**config.mk**
```make
export PLATFORM = sky130hd
export DESIGN_NAME = instr_cycle_seq
export DESIGN_NICKNAME = d
export VERILOG_FILES = /design/src/rtl/isc_pkg.sv /design/src/rtl/isc_alu.sv /design/src/rtl/isc_ctrl.sv /design/src/rtl/isc_dp.sv /design/src/rtl/instr_cycle_seq.sv
export SDC_FILE = /design/constraint.sdc
export NUM_CORES = 1
export LEC_CHECK = 0
export BUFFER_PORTS_ARGS = -buffer_cell sky130_fd_sc_hd__buf_2
export CAP_MARGIN = 40
export CORE_UTILIZATION = 59
export DETAILED_ROUTE_END_ITERATION = 8
export PLACE_DENSITY = 0.82
export SLEW_MARGIN = 20
export SYNTH_ARGS = -nofsm -noshare
export SYNTH_HDL_FRONTEND = slang
export SYNTH_SLANG_ARGS = --single-unit
```
**constraint.sdc**
```tcl
create_clock -name clk -period 5.85 [get_ports clk]
set_input_delay 1.17 -clock clk [delete_from_list [all_inputs] [get_ports clk]]
set_output_delay 1.17 -clock clk [all_outputs]
set_load 0.02 [all_outputs]
```
**src/rtl/isc_pkg.sv**
```systemverilog
package isc_pkg;

  typedef enum logic [3:0] {
    S_FA,  // fetch: address out, read issued, pc step
    S_FW,  // fetch: memory busy
    S_FC,  // fetch: capture into buffer
    S_FI,  // fetch: buffer into instruction register
    S_IA,  // indirect: address out, read issued
    S_IW,  // indirect: memory busy
    S_IC,  // indirect: capture effective address
    S_XA,  // execute: first step
    S_XW,  // execute: memory busy
    S_XC,  // execute: capture operand
    S_XD,  // execute: update accumulator
    S_CK,  // check point for interrupts
    S_NA,  // interrupt: pc into buffer
    S_NB,  // interrupt: save address, write
    S_NC   // interrupt: vector to handler
  } isc_state_e;

  localparam logic [2:0] OP_NOP = 3'b000;
  localparam logic [2:0] OP_LDA = 3'b001;
  localparam logic [2:0] OP_STA = 3'b010;
  localparam logic [2:0] OP_ADD = 3'b011;
  localparam logic [2:0] OP_JMP = 3'b100;

  function automatic logic op_reads(input logic [2:0] op);
    return (op == OP_LDA) || (op == OP_ADD);
  endfunction

endpackage

```
**src/rtl/isc_alu.sv**
```systemverilog
module isc_alu #(
  parameter int DW = 16
) (
  input  logic [DW-1:0] a,
  input  logic [DW-1:0] b,
  output logic [DW-1:0] sum,
  output logic          cout
);
  logic [DW:0] wide;

  always_comb begin
    wide = {1'b0, a} + {1'b0, b};
    sum  = wide[DW-1:0];
    cout = wide[DW];
  end
endmodule

```
**src/rtl/isc_ctrl.sv**
```systemverilog
module isc_ctrl
  import isc_pkg::*;
(
  input  logic       clk,
  input  logic       rst,
  input  logic [2:0] op,
  input  logic       ind,
  input  logic       irq,
  input  logic       ien,
  output isc_state_e state
);
  isc_state_e nxt;

  always_comb begin
    nxt = S_FA;
    unique case (state)
      S_FA: nxt = S_FW;
      S_FW: nxt = S_FC;
      S_FC: nxt = S_FI;
      S_FI: nxt = ind ? S_IA : S_XA;
      S_IA: nxt = S_IW;
      S_IW: nxt = S_IC;
      S_IC: nxt = S_XA;
      S_XA: nxt = op_reads(op) ? S_XW : S_CK;
      S_XW: nxt = S_XC;
      S_XC: nxt = S_XD;
      S_XD: nxt = S_CK;
      S_CK: nxt = (irq && ien) ? S_NA : S_FA;
      S_NA: nxt = S_NB;
      S_NB: nxt = S_NC;
      S_NC: nxt = S_FA;
      default: nxt = S_FA;
    endcase
  end

  always_ff @(posedge clk) begin
    if (rst) state <= S_FA;
    else     state <= nxt;
  end

  AST_INT_FROM_CHECK: assert property (@(posedge clk) disable iff (rst)
    (state == S_NA) |-> ($past(state) == S_CK && $past(irq) && $past(ien)));
  AST_NO_INT_WHEN_MASKED: assert property (@(posedge clk) disable iff (rst)
    (state == S_CK && !(irq && ien)) |=> (state == S_FA));
endmodule

```
**src/rtl/isc_dp.sv**
```systemverilog
module isc_dp
  import isc_pkg::*;
#(
  parameter int AW = 12,
  parameter int DW = 16,
  parameter logic [AW-1:0] SAVE_ADDR = '0,
  parameter logic [AW-1:0] HANDLER_ADDR = 1
) (
  input  logic          clk,
  input  logic          rst,
  input  isc_state_e    state,
  input  logic [2:0]    op,
  input  logic          ie_set,
  input  logic [DW-1:0] mem_rdata,
  input  logic [DW-1:0] sum,
  input  logic          cout,
  output logic [AW-1:0] pc,
  output logic [AW-1:0] mar,
  output logic [DW-1:0] mbr,
  output logic [DW-1:0] ir,
  output logic [DW-1:0] acc,
  output logic          flag_z,
  output logic          flag_c,
  output logic          ien,
  output logic          mem_rd,
  output logic          mem_wr,
  output logic          int_done
);
  localparam int PADW = DW - AW;

  logic [AW-1:0] ea;
  assign ea = mbr[AW-1:0];

  always_ff @(posedge clk) begin
    if (rst) begin
      pc <= '0; mar <= '0; mbr <= '0; ir <= '0; acc <= '0;
      flag_z <= 1'b0; flag_c <= 1'b0; ien <= 1'b0;
      mem_rd <= 1'b0; mem_wr <= 1'b0; int_done <= 1'b0;
    end else begin
      mem_rd   <= 1'b0;
      mem_wr   <= 1'b0;
      int_done <= 1'b0;
      if (ie_set) ien <= 1'b1;
      unique case (state)
        S_FA: begin
          mar    <= pc;
          mem_rd <= 1'b1;
          pc     <= pc + 1'b1;
        end
        S_FC, S_IC, S_XC: mbr <= mem_rdata;
        S_FI: ir <= mbr;
        S_IA: begin
          mar    <= ea;
          mem_rd <= 1'b1;
        end
        S_XA: begin
          if (op == OP_LDA || op == OP_ADD) begin
            mar    <= ea;
            mem_rd <= 1'b1;
          end else if (op == OP_STA) begin
            mar    <= ea;
            mbr    <= acc;
            mem_wr <= 1'b1;
          end else if (op == OP_JMP) begin
            pc <= ea;
          end
        end
        S_XD: begin
          if (op == OP_LDA) begin
            acc    <= mbr;
            flag_z <= (mbr == '0);
          end else if (op == OP_ADD) begin
            acc    <= sum;
            flag_z <= (sum == '0);
            flag_c <= cout;
          end
        end
        S_NA: mbr <= {{PADW{1'b0}}, pc};
        S_NB: begin
          mar    <= SAVE_ADDR;
          mem_wr <= 1'b1;
        end
        S_NC: begin
          pc       <= HANDLER_ADDR;
          ien      <= 1'b0;
          int_done <= 1'b1;
        end
        default: ;
      endcase
    end
  end

  AST_RD_WR_EXCL: assert property (@(posedge clk) disable iff (rst)
    !(mem_rd && mem_wr));
  AST_PC_STEP: assert property (@(posedge clk) disable iff (rst)
    (state == S_FA) |=> (pc == $past(pc) + 1'b1) && mem_rd);
  AST_IND_ADDR: assert property (@(posedge clk) disable iff (rst)
    (state == S_IA) |=> (mem_rd && mar == $past(mbr[AW-1:0])));
  AST_SAVE_PC: assert property (@(posedge clk) disable iff (rst)
    (state == S_NB) |=> (mem_wr && mar == SAVE_ADDR && mbr[AW-1:0] == $past(pc)));
  AST_HANDLER: assert property (@(posedge clk) disable iff (rst)
    (state == S_NC) |=> (pc == HANDLER_ADDR && !ien && int_done));
endmodule

```
**src/rtl/instr_cycle_seq.sv**
```systemverilog
module instr_cycle_seq
  import isc_pkg::*;
#(
  parameter int AW = 12,
  parameter int DW = 16,
  parameter logic [AW-1:0] SAVE_ADDR = '0,
  parameter logic [AW-1:0] HANDLER_ADDR = 1
) (
  input  logic          clk,
  input  logic          rst,
  input  logic          irq,
  input  logic          ie_set,
  input  logic [DW-1:0] mem_rdata,
  output logic [AW-1:0] mem_addr,
  output logic [DW-1:0] mem_wdata,
  output logic          mem_rd,
  output logic          mem_wr,
  output logic [AW-1:0] pc,
  output logic [DW-1:0] ir,
  output logic [DW-1:0] acc,
  output logic          flag_z,
  output logic          flag_c,
  output logic          ien,
  output logic          int_done
);
  localparam int OPW = 3;

  isc_state_e    state;
  logic [AW-1:0] mar;
  logic [DW-1:0] mbr;
  logic [DW-1:0] sum;
  logic          cout;
  logic [2:0]    op;
  logic          ind;

  assign op        = ir[DW-1 -: OPW];
  assign ind       = mbr[AW];
  assign mem_addr  = mar;
  assign mem_wdata = mbr;

  isc_ctrl u_ctrl (
    .clk(clk), .rst(rst), .op(op), .ind(ind),
    .irq(irq), .ien(ien), .state(state)
  );

  isc_alu #(.DW(DW)) u_alu (
    .a(acc), .b(mbr), .sum(sum), .cout(cout)
  );

  isc_dp #(
    .AW(AW), .DW(DW), .SAVE_ADDR(SAVE_ADDR), .HANDLER_ADDR(HANDLER_ADDR)
  ) u_dp (
    .clk(clk), .rst(rst), .state(state), .op(op), .ie_set(ie_set),
    .mem_rdata(mem_rdata), .sum(sum), .cout(cout),
    .pc(pc), .mar(mar), .mbr(mbr), .ir(ir), .acc(acc),
    .flag_z(flag_z), .flag_c(flag_c), .ien(ien),
    .mem_rd(mem_rd), .mem_wr(mem_wr), .int_done(int_done)
  );
endmodule

```
### After elaboration in Yosys (flattened, before gate mapping)

Cells that the tools add are included.

* memories: 0
* word-level logic and storage cells: 79
* ROM bits: 0
* register bits after elaboration: 82
* output and inout bits: 78
* bits in latches: 0
* bits of input ports: 20
* RAM bits: 0

* bitwise operators: 1
* shift-type cells: 0
* divide/modulo/power cells: 0
* eq/ne operators: 23
* reductions and logical operators: 17
* multipliers: 0
* muxes and demuxes: 24
* order comparisons: 0
* $add $sub $neg: 2

Operators by type and width (number)
* two-way mux 16 bit: 4
* two-way mux 12 bit: 5
* one-hot mux 4 bit (14 select lines): 1
* one-hot mux 12 bit (4 select lines): 1
* one-hot mux 16 bit (3 select lines): 1
* one-hot mux 12 bit (3 select lines): 1
* zero test 16 bit: 2
* == test 4 bit, second input constant: 7
* adder 16 x 16 -> 17 bit: 1
* == test 4 x 3 -> 1 bit, second input constant: 4
* adder 12 x 1 -> 12 bit, second input constant: 1
* == test 4 x 2 -> 1 bit, second input constant: 2
* == test 3 x 2 -> 1 bit, second input constant: 2
* two-way mux 1 bit: 6
* AND reduction 3 bit: 2
* nonzero test 3 bit: 2
* == test 4 x 1 -> 1 bit, second input constant: 1
* zero test 4 bit: 1
* two-way mux 2 bit: 2
* two-way mux 4 bit: 1
* inequality test 2 x 1 -> 1 bit, second input constant: 2
* inequality test 2 bit, second input constant: 2
* one-hot mux 1 bit (2 select lines): 2
* AND reduction 2 bit: 2
* other kinds (11): 12

### Logic depth before layout (Yosys ltp)

* word-level depth: 5
* mapped depth: 11
* gate-level depth less buffers: 11

### Modules after synthesis

From an unflattened synthesis, not the netlist that was laid out.

* cells, all modules: 593
* area, all modules: 5049.8 µm²

By module, submodules not included
* isc_dp: cells an instance 455, seq. area each 1561.5 µm², area each 3962.6 µm², times used 1
* isc_alu: cells an instance 110, seq. area each 0.0 µm², area each 855.8 µm², times used 1
* isc_ctrl: cells an instance 28, seq. area each 80.1 µm², area each 231.5 µm², times used 1

### Worst setup path after synthesis

Ideal clock, no wire load.

* path type: flip-flop to flip-flop
* start: register u_dp.mbr[0]
* end: register u_dp.flag_z
* arrival time: 3.054 ns
* setup time: 0.084 ns
* stages on the path, launching flop included: 12
* path slack: 2.712 ns
* required time: 5.766 ns
* period minus slack after synthesis: 3.138 ns
* buffers on the path: 0
* cells stage by stage: dfxtp_1 > ha_1 > inv_1 > fa_1 > nand2b_1 > a21oi_2 > o2111ai_1 > a311oi_1 > xor2_1 > or3_1 > or4_1 > o31ai_2

* cells in the longest elaborated chain, start to end: 4
* elaborated cells on any way between the ends: 5
* those cells by class: add/sub (1); mux (2); reduce/logical (2)

RTL lines
* start, declared: RTL line isc_dp.sv:19 `output logic [DW-1:0] mbr,`
* start signal, assigned: RTL line isc_dp.sv:50 `S_FC, S_IC, S_XC: mbr <= mem_rdata;`
* start signal, assigned: RTL line isc_dp.sv:78 `S_NA: mbr <= {{PADW{1'b0}}, pc};`
* adder 16 x 16 -> 17 bit: RTL line isc_alu.sv:12 `wide = {1'b0, a} + {1'b0, b};`
* zero test 16 bit: RTL line isc_dp.sv:74 `flag_z <= (sum == '0);`
* two-way mux 1 bit: RTL line isc_dp.sv:72 `end else if (op == OP_ADD) begin`
* two-way mux 1 bit *: RTL line isc_dp.sv:69 `if (op == OP_LDA) begin`
* end signal, assigned: RTL line isc_dp.sv:71 `flag_z <= (mbr == '0);`
* end signal, assigned: RTL line isc_dp.sv:74
* end, declared: RTL line isc_dp.sv:22 `output logic flag_z,`

Mark *: on every way between the ends. The rest lies on a longest branch, timed or not. The select of a mux whose other input is x is not followed.
A chain may end at the register's enable or synchronous reset.

### Worst setup path after layout

Ends and elaborated chain as after synthesis.

==> impl_metrics.py <==
metrics = {
    "run_status": {
        "status": "complete, no violations",
    },
    "logic_synthesis": {
        "ys.flop_type": "dfxtp_1",
        "yosysSeqAreaShare_pct": 36.0,
        "ys_seq_elements": 82,
        "synth_nets": 616,
        "synth_async_sr_flop_share_pct": 0,
        "yosys-top-cells-area": "dfxtp_1 (36%), nand2_1 (6.8%), a21oi_1 (6.4%)",
        "netlist_area_sq_mm": 0.00456,
        "yosys.area.top_type": "dfxtp_1",
        "netlist_instances": 578,
        "yosysTopAreaCellShare_pct": 36.0,
        "yosysWarnings": 0,
        "netlist-cell-type-count": 59,
        "synth_edf_count": 0,
        "ys_top_cells_by_count": "dfxtp_1 (82), nand2_1 (82), nor2_1 (67)",
        "synth.avg_cell_area_sq_um": 7.89,
    },
    "sta": {
        "report.final.slew_viol_count": 0,
        "fin_setup_tns_ps": 0,
        "rsz0062_at_grt": "false",
        "finalCritPeriodShare_pct": 58.2,
        "fmax_mhz": 294,
        "maxSlewHeadroom_pct": 44.0,
        "period_needed_ps": 3400,
        "worst_slack_ps": 2450,
        "hold_violations": 0,
        "fin_worst_skew_ps": 13.5,
        "worst_pin_slew_ps": 834,
        "finalSetupViolCount": 0,
    },
    "worst_setup_path": {
        "critPathLaunchType": "flip-flop",
        "required_ps": 6130,
        "crit_path_end_kind": "flip-flop",
        "worstSetupPathType": "reg2reg",
        "crit_fanout": 8,
        "cp_data_arrival_time_ps": 3680,
    },
    "grt": {
        "grt_pass1_vias": 4418,
        "antenna_found_initial": 0,
        "grt_max_degree": 84,
        "grtUsageTotal_pct": 34.6,
        "grt-ovfl-total": 0,
        "grt_pass1_wl_microns": 22800,
    },
    "layout": {
        "instances_no_fill": 757,
        "num_antenna_cells": 0,
        "nets": 691,
        "final_util_pct": 72.2,
        "syn_to_final_growth_pct": 16.7,
        "drive_above_1_share_pct": 21.0,
        "final.fill_count": 591,
    },
    "clocking": {
        "clkTransAtPathRegs_ps": 90,
        "cts_hold_buf": 0,
        "cts_max_level": 3,
        "cts_buffers": 9,
        "cts_tree": "done",
        "cts.sinks": 82,
        "cts_root_buf": "clkbuf_8",
        "post-cts-setup-buffers": 0,
        "cts_resized": 0,
        "clk_latency_ps": 360,
        "clk_path_buf_depth": 2,
    },
    "floorplanning": {
        "start_util_pct": 61.9,
        "chipWidth_microns": 89.9,
        "row_count": 31,
        "dieArea_sq_mm": 0.00808,
        "core_area_sq_mm": 0.00737,
        "top_level_ports": 98,
        "die_h_microns": 89.9,
    },
    "power": {
        "p_total_mw": 1.42,
        "power_leakage_nw": 2.27,
        "peakVddDrop_mv": 0.152,
        "p_per_area_mw_per_mm2": 266,
    },
    "route": {
        "drt.antenna.violating_nets": 0,
        "dr.pass1.iters": 5,
        "drtIter0Drc": 363,
        "wl_microns": 13900,
        "post_drt_wl_per_cell_microns": 18.4,
        "drc": 0,
        "avgViaCountPerCell": 6.51,
        "vias": 4926,
    },
    "placed_design": {
        "dp_slack_ps": 2350,
        "portBuffers": 97,
        "gp_congestion": 0.923,
        "dpl.cell_count": 738,
        "hpwl_microns": 9500,
    },
    "flow_run": {
        "maxCapViolations": 0,
    },
    "min_path": {
        "min_path_type": "reg2reg",
    },
}
-- layer usage --
metal | vias to the layer above | GRT usage (%) | part of all wire, %
met5 | - | 0 | 0
met2 | 301 | 54.9 | 47
li1 | 2302 | - | -
met3 | 30 | 5.41 | 8.7
met4 | 0 | 12.8 | 2.2
met1 | 2293 | 47.5 | 42
-- through the flow --
step | cell area [sq um] | hold slack, ps
6_report | 5320 | 456
5_1_grt | 5320 | 487
4_1_cts | 5270 | 458
3_5_place_dp | 5060 | 445
3_3_place_gp | 5020 | 442
2_1_floorplan | 4560 | 496
-- logic make-up after synthesis --
group | after synthesis | share of synthesized area, %
flip-flops | 82 | 36.0
AND/OR/NAND/NOR | 206 | 20.9
multiplexers | 2 | 0.467
AO/OA/AOI/OAI | 203 | 30.4
buffers and inverters | 55 | 4.86
XOR/XNOR | 12 | 2.31
adder cells (fa/ha/maj) | 18 | 5.10
-- registers in the layout, indices dropped and copies added (netlist names) --
name	flops
u_dp.mar	12
u_dp.mem_rd	1
u_dp.pc	12
u_dp.ien	1
u_dp.flag_c	1
u_dp.int_done	1
u_dp.mbr	16
u_dp.mem_wr	1
u_dp.flag_z	1
u_dp.ir	16
u_dp.acc	16
u_ctrl.state	4
-- layout by cell type, fill, tap and decap left out, types with 9 or more instances in the layout --
cell type / instances
dfxtp_1: 82
nor3_1: 13
a22oi_1: 29
buf_2: 98
a21o_1: 12
nor2_1: 66
a21oi_1: 58
o221ai_1: 14
inv_1: 9
a211oi_1: 26
ha_1: 17
clkbuf_8: 10
nand2_1: 82
a311oi_1: 15
-- worst paths after layout --
| check | start | to | slack (ps) | depth (start not counted) |
|---|---|---|---|---|
| setup / recovery | u_dp.mbr[0] | u_dp.flag_z | 2450 | 11 |
| hold / removal | u_dp.ir[0] | u_dp.ir[0] | 460 | 2 |
| setup reg to reg | u_dp.mbr[0] | u_dp.flag_z | 2450 | 11 |
| hold reg to reg | u_dp.ir[0] | u_dp.ir[0] | 460 | 2 |
-- report_power, final --
group / total (mW) / switching [mW] / internal (mW) / leakage (nW)
combinational: 0.310 / 0.196 / 0.114 / 1.50
sequential: 0.671 / 0.0743 / 0.596 / 0.667
clock: 0.436 / 0.222 / 0.214 / 0.105
-- layout make-up --
class                      instances  area (sq um)  area share, %
tap                               99           124           2.33
multi-input combinational        441          2700           50.8
clock buffer                      10           138           2.59
clock inverter                     6          71.3           1.34
inverter                           9          33.8          0.635
timing repair buffer             110           608           11.4
sequential                        82          1640           30.9
-- worst max-delay path, cell delays in order (launching register included) --
cell and delay, ps:
dfxtp_1 520, ha_1 230, inv_1 50, fa_1 380, nand2b_1 190, a21oi_2 290, o2111ai_1 170, a311oi_1 330
xor2_1 130, or3_1 370, or4_1 490, o31ai_2 180
Note: power is estimated with default switching activity, not from simulation.
